==> config.mk <==
export PLATFORM = sky130hd
export DESIGN_NAME = sboot_ctrl
export DESIGN_NICKNAME = d
export VERILOG_FILES = /design/src/rtl/sboot_pkg.sv /design/src/rtl/sboot_tmo.sv /design/src/rtl/sboot_cnt.sv /design/src/rtl/sboot_ctrl.sv
export SDC_FILE = /design/constraint.sdc
export NUM_CORES = 1
export LEC_CHECK = 0
export CORE_UTILIZATION = 56
export CTS_CLUSTER_SIZE = 24
export DETAILED_ROUTE_END_ITERATION = 6
export GPL_TIMING_DRIVEN = 0
export PLACE_DENSITY = 0.79
export SLEW_MARGIN = 20
export SYNTH_ARGS = -nofsm -noshare
export SYNTH_HDL_FRONTEND = slang
export SYNTH_SLANG_ARGS = --single-unit
export TNS_END_PERCENT = 30
==> constraint.sdc <==
create_clock -name clk -period 3.3 [get_ports clk]
set_input_delay 0.33 -clock clk [delete_from_list [all_inputs] [get_ports clk]]
set_output_delay 0.33 -clock clk [all_outputs]
set_load 0.05 [all_outputs]
==> src/rtl/sboot_pkg.sv <==
package sboot_pkg;
  localparam logic [7:0]  TOK_SYNC  = 8'h25;
  localparam logic [7:0]  TOK_MATCH = 8'h23;
  localparam logic [7:0]  TOK_READY = 8'h21;
  localparam logic [7:0]  FILL_BYTE = 8'hFF;
  localparam logic [15:0] BLANK_VEC = 16'hFFFF;
  localparam logic [15:0] ENTRY_OFS = 16'h0018;

  typedef enum logic [3:0] {
    S_BOOT, S_TX_SYNC, S_WAIT_MATCH, S_TX_ACK, S_LEN_HI, S_LEN_LO,
    S_TX_RDY, S_RX_BYTE, S_TX_END, S_WAIT_CONF, S_FILL, S_LAUNCH,
    S_FINISH, S_HALT, S_ERROR
  } boot_st_e;
endpackage

==> src/rtl/sboot_tmo.sv <==
module sboot_tmo #(
  parameter int LIMIT = 40000
) (
  input  logic clk,
  input  logic rst_n,
  input  logic run_i,
  output logic expired_o
);
  localparam int W = $clog2(LIMIT + 1);

  logic [W-1:0] cnt_q, cnt_d;

  assign expired_o = (cnt_q == W'(LIMIT));

  always_comb begin
    cnt_d = cnt_q;
    if (!run_i)          cnt_d = '0;
    else if (!expired_o) cnt_d = cnt_q + 1'b1;
  end

  always_ff @(posedge clk or negedge rst_n) begin
    if (!rst_n) cnt_q <= '0;
    else        cnt_q <= cnt_d;
  end
endmodule

==> src/rtl/sboot_cnt.sv <==
module sboot_cnt #(
  parameter int W = 13
) (
  input  logic         clk,
  input  logic         rst_n,
  input  logic         clr_i,
  input  logic         inc_i,
  output logic [W-1:0] cnt_o
);
  logic [W-1:0] cnt_q, cnt_d;

  assign cnt_o = cnt_q;

  always_comb begin
    cnt_d = cnt_q;
    if (clr_i)      cnt_d = '0;
    else if (inc_i) cnt_d = cnt_q + 1'b1;
  end

  always_ff @(posedge clk or negedge rst_n) begin
    if (!rst_n) cnt_q <= '0;
    else        cnt_q <= cnt_d;
  end
endmodule

==> src/rtl/sboot_ctrl.sv <==
module sboot_ctrl
  import sboot_pkg::*;
#(
  parameter int RAM_AW    = 13,
  parameter int BASE_ADDR = 16,
  parameter int MAX_LEN   = 4096,
  parameter int TMO_CYC   = 40000
) (
  input  logic              clk,
  input  logic              rst_n,
  input  logic              strap_i,
  input  logic [15:0]       rst_vec_i,
  output logic [7:0]        tx_data_o,
  output logic              tx_valid_o,
  input  logic              tx_ready_i,
  input  logic [7:0]        rx_data_i,
  input  logic              rx_valid_i,
  input  logic              rx_err_i,
  output logic              ram_we_o,
  output logic [RAM_AW-1:0] ram_addr_o,
  output logic [7:0]        ram_wdata_o,
  output logic              busy_o,
  output logic              done_o,
  output logic [15:0]       jump_addr_o,
  output logic              halted_o,
  output logic              error_o
);
  localparam int          LW         = $clog2(MAX_LEN + 1);
  localparam logic [16:0] BASE17     = 17'(BASE_ADDR);
  localparam logic [15:0] LOAD_ENTRY = 16'(BASE_ADDR) + ENTRY_OFS;
  localparam logic [15:0] LEN_CAP    = 16'(MAX_LEN);

  // reset: asynchronous assertion, synchronous release
  logic [1:0] rs_q;
  logic       rst_ns;
  always_ff @(posedge clk or negedge rst_n) begin
    if (!rst_n) rs_q <= 2'b00;
    else        rs_q <= {rs_q[0], 1'b1};
  end
  assign rst_ns = rs_q[1];

  boot_st_e          st_q, st_d;
  logic [15:0]       len_q, len_d;
  logic [15:0]       jump_q, jump_d;
  logic              we_q, we_d;
  logic [RAM_AW-1:0] addr_q, addr_d;
  logic [7:0]        data_q, data_d;

  logic              tmo_hit;
  logic [LW-1:0]     idx_cnt;
  logic [RAM_AW-1:0] fill_cnt;
  logic              rx_hit, in_update, abort;
  logic              pay_we, fill_we, last_byte, fill_last, in_pay;
  logic [15:0]       len_full;
  logic [16:0]       fill17, pay_end17;

  sboot_tmo #(.LIMIT(TMO_CYC)) u_tmo (
    .clk(clk), .rst_n(rst_ns),
    .run_i(st_q == S_WAIT_MATCH),
    .expired_o(tmo_hit)
  );

  sboot_cnt #(.W(LW)) u_idx (
    .clk(clk), .rst_n(rst_ns),
    .clr_i(st_q == S_LEN_LO),
    .inc_i(pay_we),
    .cnt_o(idx_cnt)
  );

  sboot_cnt #(.W(RAM_AW)) u_fill (
    .clk(clk), .rst_n(rst_ns),
    .clr_i(st_q != S_FILL),
    .inc_i(st_q == S_FILL),
    .cnt_o(fill_cnt)
  );

  assign rx_hit    = rx_valid_i && !rx_err_i;
  assign in_update = st_q inside {S_TX_SYNC, S_WAIT_MATCH, S_TX_ACK, S_LEN_HI,
                                  S_LEN_LO, S_TX_RDY, S_RX_BYTE, S_TX_END,
                                  S_WAIT_CONF, S_FILL};
  assign abort     = in_update && rx_err_i;
  assign len_full  = {len_q[15:8], rx_data_i};
  assign last_byte = (16'(idx_cnt) == (len_q - 16'd1));
  assign fill_last = (fill_cnt == {RAM_AW{1'b1}});
  assign fill17    = 17'(fill_cnt);
  assign pay_end17 = BASE17 + {1'b0, len_q};
  assign in_pay    = (fill17 >= BASE17) && (fill17 < pay_end17);
  assign pay_we    = (st_q == S_RX_BYTE) && rx_hit;
  assign fill_we   = (st_q == S_FILL) && !in_pay && !rx_err_i;

  // next-state process
  always_comb begin
    st_d   = st_q;
    len_d  = len_q;
    jump_d = jump_q;
    unique case (st_q)
      S_BOOT: begin
        if (!strap_i)                    st_d = S_TX_SYNC;
        else if (rst_vec_i == BLANK_VEC) st_d = S_HALT;
        else begin
          st_d   = S_LAUNCH;
          jump_d = rst_vec_i;
        end
      end
      S_TX_SYNC:    if (tx_ready_i) st_d = S_WAIT_MATCH;
      S_WAIT_MATCH: begin
        if (rx_hit && rx_data_i == TOK_MATCH) st_d = S_TX_ACK;
        else if (tmo_hit)                     st_d = S_BOOT;
      end
      S_TX_ACK:     if (tx_ready_i) st_d = S_LEN_HI;
      S_LEN_HI: begin
        if (rx_hit) begin
          len_d[15:8] = rx_data_i;
          st_d        = S_LEN_LO;
        end
      end
      S_LEN_LO: begin
        if (rx_hit) begin
          len_d = len_full;
          if (len_full == 16'd0 || len_full > LEN_CAP) st_d = S_ERROR;
          else                                         st_d = S_TX_RDY;
        end
      end
      S_TX_RDY:     if (tx_ready_i) st_d = S_RX_BYTE;
      S_RX_BYTE:    if (rx_hit) st_d = last_byte ? S_TX_END : S_TX_RDY;
      S_TX_END:     if (tx_ready_i) st_d = S_WAIT_CONF;
      S_WAIT_CONF: begin
        if (rx_hit && rx_data_i != TOK_SYNC) begin
          st_d   = S_FILL;
          jump_d = LOAD_ENTRY;
        end
      end
      S_FILL:       if (fill_last) st_d = S_LAUNCH;
      S_LAUNCH:     st_d = S_FINISH;
      S_FINISH:     st_d = S_FINISH;
      S_HALT:       st_d = S_HALT;
      S_ERROR:      st_d = S_ERROR;
      default:      st_d = S_ERROR;
    endcase
    if (abort) st_d = S_ERROR;
  end

  // RAM port next values
  always_comb begin
    we_d   = pay_we || fill_we;
    addr_d = addr_q;
    data_d = data_q;
    if (pay_we) begin
      addr_d = RAM_AW'(BASE17 + 17'(idx_cnt));
      data_d = rx_data_i;
    end else if (fill_we) begin
      addr_d = fill_cnt;
      data_d = FILL_BYTE;
    end
  end

  // register process
  always_ff @(posedge clk or negedge rst_ns) begin
    if (!rst_ns) begin
      st_q   <= S_BOOT;
      len_q  <= '0;
      jump_q <= '0;
      we_q   <= 1'b0;
      addr_q <= '0;
      data_q <= '0;
    end else begin
      st_q   <= st_d;
      len_q  <= len_d;
      jump_q <= jump_d;
      we_q   <= we_d;
      if (we_d) begin
        addr_q <= addr_d;
        data_q <= data_d;
      end
    end
  end

  assign tx_valid_o  = st_q inside {S_TX_SYNC, S_TX_ACK, S_TX_RDY, S_TX_END};
  assign tx_data_o   = (st_q == S_TX_SYNC) ? TOK_SYNC : TOK_READY;
  assign ram_we_o    = we_q;
  assign ram_addr_o  = addr_q;
  assign ram_wdata_o = data_q;
  assign busy_o      = !(st_q inside {S_FINISH, S_HALT, S_ERROR});
  assign done_o      = (st_q == S_LAUNCH);
  assign jump_addr_o = jump_q;
  assign halted_o    = (st_q == S_HALT);
  assign error_o     = (st_q == S_ERROR);
endmodule

* Word-level counts from Yosys, hierarchy flattened
Cells that the tools add are included.
** Word-level totals
- Register bits :: 102
- Input port bits :: 30
- Output and inout bits :: 51
- Word-level logic and storage cells :: 118
** Cells by class
- $add $sub $neg :: 6
- $lt $le $gt $ge :: 3
- Equal/unequal tests :: 35
- Muxes and demuxes :: 34
- Bitwise logic cells :: 1
- Reduce and logical (&&, ||, !) cells :: 28
** Operators with widths (count)
- 2-to-1 mux 16 bit :: 5
- 2-to-1 mux 13 bit :: 6
- 2-to-1 mux 4 bit :: 15
- case mux 4 bit (13 select lines) :: 1
- == test 16 bit (second input constant) :: 2
- case mux 16 bit (2 select lines) :: 1
- == test 4 bit (second input constant) :: 7
- adder 13 x 1 -> 13 bit (second input constant) :: 2
- 2-to-1 mux 8 bit :: 3
- inequality test 3 bit (second input constant) :: 8
- adder 5 x 16 -> 17 bit (first input constant) :: 1
- < comparator 13 x 17 -> 1 bit :: 1
- adder 16 x 1 -> 16 bit (second input constant) :: 1
- == test 13 x 16 -> 1 bit :: 1
- == test 4 x 3 -> 1 bit (second input constant) :: 4
- > comparator 16 x 13 -> 1 bit (second input constant) :: 1
- zero test 16 bit :: 1
- case mux 8 bit (2 select lines) :: 1
- subtractor 16 x 1 -> 16 bit (second input constant) :: 1
- adder 5 x 13 -> 13 bit (first input constant) :: 1
- == test 13 bit (second input constant) :: 1
- greater-or-equal comparator 13 x 5 -> 1 bit (second input constant) :: 1
- AND reduction 10 bit :: 1
- nonzero test 10 bit :: 1
- other kinds (21) :: 40

* Longest topological paths before layout
- Depth in word-level cells :: 8
- Gate-level depth with buffers :: 13
- Depth with buffers taken out :: 12

* By module
From an unflattened synthesis, not the netlist that was laid out.
** Second synthesis, totals
- Cells, all modules :: 647
- Area, all modules :: 6224.7 um2
** By module, submodules not included
- sboot_ctrl :: times used 1, cells each 429, area an instance 4002.6 um2, sequential area each 1501.4 um2
- sboot_cnt :: times used 2, cells each 66, area an instance 669.4 um2, sequential area each 325.3 um2
- sboot_tmo :: times used 1, cells each 86, area an instance 883.3 um2, sequential area each 400.4 um2

* Worst setup path before layout
Ideal clock, no wire load.
- Kind :: flip-flop to flip-flop
- From :: reg len_q[8]
- To :: reg addr_q[10], in the netlist ram_addr_o[10]
- Library setup time :: 0.120 ns
- Arrival time :: 2.910 ns
- Data required time :: 3.180 ns
- Slack :: 0.270 ns
- Stages on the path, launching flop included :: 13
- Path buffers :: 2
- Period minus slack after synthesis :: 3.030 ns
- Cells stage by stage :: dfrtp_1 > clkbuf_1 > nand3_1 > nor2_1 > nand3_1 > xor2_1 > ha_1 > nand4_1 > a211o_1 > a2111oi_2 > buf_2 > o21ai_1 > o211a_1
** Between the ends
- Cells in the longest elaborated chain, start to end :: 8
- Elaborated cells on any way between the ends :: 9
- Those cells by class :: 1 x add/sub; 1 x order compare; 7 x reduce/logical
** RTL lines
- start, declared :: line sboot_ctrl.sv:43 : logic [15:0] len_q, len_d;
- start signal, assigned :: line sboot_ctrl.sv:168 : len_q <= len_d;
- adder 5 x 16 -> 17 bit (*) :: line sboot_ctrl.sv:86 : assign pay_end17 = BASE17 + {1'b0, len_q};
- < comparator 13 x 17 -> 1 bit (*) :: line sboot_ctrl.sv:87 : assign in_pay = (fill17 >= BASE17) && (fill17 < pay_end17);
- logical AND 1 bit (*) :: line sboot_ctrl.sv:87
- zero test 1 bit (*) :: line sboot_ctrl.sv:89 : assign fill_we = (st_q == S_FILL) && !in_pay && !rx_err_i;
- logical AND 1 bit (*) (2 in a row) :: line sboot_ctrl.sv:89
- nonzero test 2 bit (no line) or logical OR 1 bit (tied branches)
- AND reduction 2 bit (no line) (*)
- end signal, assigned :: line sboot_ctrl.sv:172 : addr_q <= addr_d;
- end, declared :: line sboot_ctrl.sv:46 : logic [RAM_AW-1:0] addr_q, addr_d;
Every way passes the cells marked *; elsewhere a longest branch is shown, timed or not.
A chain may end at the register's enable or synchronous reset.

* Worst setup path in the final report
- From :: reg len_q[4]
- To :: reg addr_q[3], in the netlist ram_addr_o[3]
The elaborated chain is that of the path after synthesis.

==> metrics.csv <==
metric,value,unit
RR Endpoint,ram_addr_o[3],
number of synthesized register bits,102,
Gate power share,0.362,
Starting Density,0.583,
IO buf count,72,
Final min period,3.19,ns
number of post-CTS setup repair buffers,0,
"Hold Vio Cnt, Final",0,
CP endpoint kind,register,
Async SR Flop Fraction,1.00,
Post-Route Skew,0.0126,ns
cell family with most CP delay,compound AO/OA/AOI/OAI gates,
worst-skew pair later-pin latency,0.38,ns
first-pass GRT wire length,26200,um
clk slew on worst S/H paths,0.10,ns
Clock Power Share,0.207,
HPWL after DPL,11600,um
WP data arrival,3.48,ns
"Hold-fix buffers, CTS",0,
Ports,81,
final WL,15800,um
RSZ-0062 raised after global routing,yes,
Pleak,3.15,nW
post-layout util,0.693,
Flop pwr share,0.431,
FF-to-FF path depth,13,
crit-path cells,"ha_1, nand4_1, nor2_1, xnor2_1, ha_1, a21o_1, a21o_1, a21oi_1, o21a_1, a2111oi_4, clkbuf_1, nor3_1, a311oi_1",
GP Congestion,0.910,
Switching Share,0.395,
peak fanout along the critical path,10,
num rows,37,
Layout Nets,802,
Finished Cell Area,7250,um2
FMAX,313,MHz
initial antenna violation count,0,
GRT overflow,0,
maximum root-to-sink buffer count,2,
ANT nets after route,0,
Post-synth top flop,dfrtp_1,
maximum number of pins on one net before global-route repair,53,
Setup CP Type,reg -> reg,
part of the cycle the worst path needs,0.967,
Root Buffer,clkbuf_8,
full die area,11300,um2
CP Launch Type,register,
depth of the CTS H-tree,3,
synth-to-layout area growth,18.8,%
Psw,0.00142,W
# DRC,0,
pwr/cell area,496,nW/um2
n_diodes,0,
Critical Path RT,3.59,ns
CTS tree,built,
Iteration-0 DRC Markers,419,
count of cell types in the netlist,68,
Avg Vias per Cell,6.01,
Die Width,106,um
Pre-antenna DRT Iters,5,
Worst path slowest cell,dfrtp_2,
core footprint,10500,um2
Placed Instances,878,
"commonest non-fill, non-tap cell in the layout",dfrtp_1,
r2r setup slk,0.11,ns
total track usage,0.295,
"commonest cells after routing, fill and taps aside","dfrtp_1, nor2_1, clkdlybuf4s50_1",
Post-Syn Area,6100,um2
Hold WC Path Type,in -> async,
status,finished clean,
Setup-failing EPs final,0,
via count,5360,
worst slew pin tran,0.659,ns
relative slew slack,0.557,
reg2reg start,len_q[4],
fraction of layout cells with a size suffix above 1,0.0833,
slowest cell delay on critical path,0.51,ns
register area share after synthesis,0.418,
Syn Inst Count,663,
non-filler instance count after layout,892,
CTS buffer count,9,
placed cell areas,7050,um2
maximum VDD drop,0.341,mV
Power Internal,0.00218,W
max cap viols,0,
synth warn,0,
Final Max Slew Viols,0,
Clock Sink Count,102,
vias in the first global route,5278,
Avg Inst Size Synth,9.21,um2
Worst Path Buf+Inv,1,
setup TNS,0,ns
wire per inst,17.7,um
Die Ht,106,um
"EDFF count, synth",0,
==> cells by family after synthesis <==
| kind of cell | Yosys count | share of synthesized area |
|---|---|---|
| adders and majority gates | 21 | 0.0431 |
| and+or+nand+nor | 269 | 0.223 |
| DFF | 102 | 0.418 |
| other | 2 | 0.00123 |
| xor gates and xnor gates | 57 | 0.0818 |
| muxes | 23 | 0.0412 |
| buffers and inverters | 65 | 0.0447 |
| AOI/OAI and AO/OA | 124 | 0.147 |
==> sequential cells by signal (all words and copies together), names as in the netlist <==
| name | cells |
|---|---|
| len_q | 16 |
| st_q | 4 |
| u_fill.cnt_o | 13 |
| u_idx.cnt_o | 13 |
| ram_addr_o | 13 |
| rs_q | 2 |
| ram_wdata_o | 8 |
| jump_addr_o | 16 |
| u_tmo.cnt_q | 16 |
| ram_we_o | 1 |
==> final cells by class <==
type                    count  area (um2)
multi-input cells         502        3320
fillers                   815        3210
flip-flops and latches    102        2560
repair buffers             73         748
plain buffers              43         194
well taps                 136         170
clock buffers              10         128
inverters                  20        75.1
clock inverters             6        50.0
==> synth_stat cells, drive strengths merged, types with 5 or more instances <==
library cell / n / area, um2
dfrtp: 102 / 2550
nor2: 88 / 330
nand2: 50 / 188
clkbuf: 35 / 131
a21oi: 34 / 170
xor2: 31 / 272
xnor2: 26 / 228
nand3: 25 / 125
ha: 21 / 263
o21ai: 21 / 105
inv: 20 / 75.1
nor3: 18 / 90.1
mux2: 17 / 191
a22o: 14 / 123
nand4: 14 / 87.6
nor4: 12 / 90.1
or3: 12 / 75.1
buf: 10 / 66.3
a21o: 9 / 67.6
nand2b: 8 / 50.1
nor2b: 7 / 43.8
or4: 7 / 60.1
and3: 6 / 37.5
mux2i: 6 / 60.1
a221oi: 5 / 43.8
a32o: 5 / 50.1
nand3b: 5 / 37.5
==> worst reg2reg max path: cells and delay by family (launching register included) <==
family          cells  cell delay [ns]
compound gates      6             1.10
fa+ha+maj           2             0.56
flops               1             0.51
simple gates        3             0.45
buf+inv             1             0.40
xor+xnor            1             0.09
==> power by group through the flow <==
stage | Clock [W] | Sequential [W] | Combinational, W
2_1_floorplan | 0 | 0.00197 | 0.000463
3_3_place_gp | 0 | 0.00157 | 0.00126
3_5_place_dp | 0 | 0.00156 | 0.00130
4_1_cts | 0.000758 | 0.00155 | 0.00130
5_1_grt | 0.000810 | 0.00157 | 0.00138
6_report | 0.000745 | 0.00155 | 0.00130
==> through the flow <==
step	setup WS, ns	total power, W	hold slack [ns]
floorplan	0.248	0.00243	0.0344
finish	0.110	0.00359	0.0970
detailed placement	-0.295	0.00286	0.336
global placement	-0.754	0.00283	0.343
CTS	0.0361	0.00360	0.0850
global route	-0.0776	0.00376	0.0948
==> per-layer routing <==
layer	share of wire	track usage	up-vias
li1	-	-	2533
met1	0.42	0.384	2598
met2	0.49	0.481	198
met3	0.065	0.0589	31
met4	0.022	0.118	0
met5	0	0	-
==> how the worst max path moves through the flow <==
stage                         from        endpoint  slack, ns  depth (start not counted)
after detailed placement  len_q[8]  ram_addr_o[10]      -0.30                         12
after global routing      len_q[4]   ram_addr_o[3]      -0.08                         13
final                     len_q[4]   ram_addr_o[3]       0.11                         13
after CTS                 len_q[9]  ram_addr_o[10]       0.04                         13
after global placement     rs_q[1]        len_q[9]      -0.75                          0
after floorplan            rs_q[1]  jump_addr_o[0]       0.25                          0
==> what timing repair did <==
action | CTS | global route
endpoints found under the setup margin | 17 | 21
hold endpoints to repair | 0 | 0
gates resized for setup | 5 | 5
(Power assumes the default switching activity.)
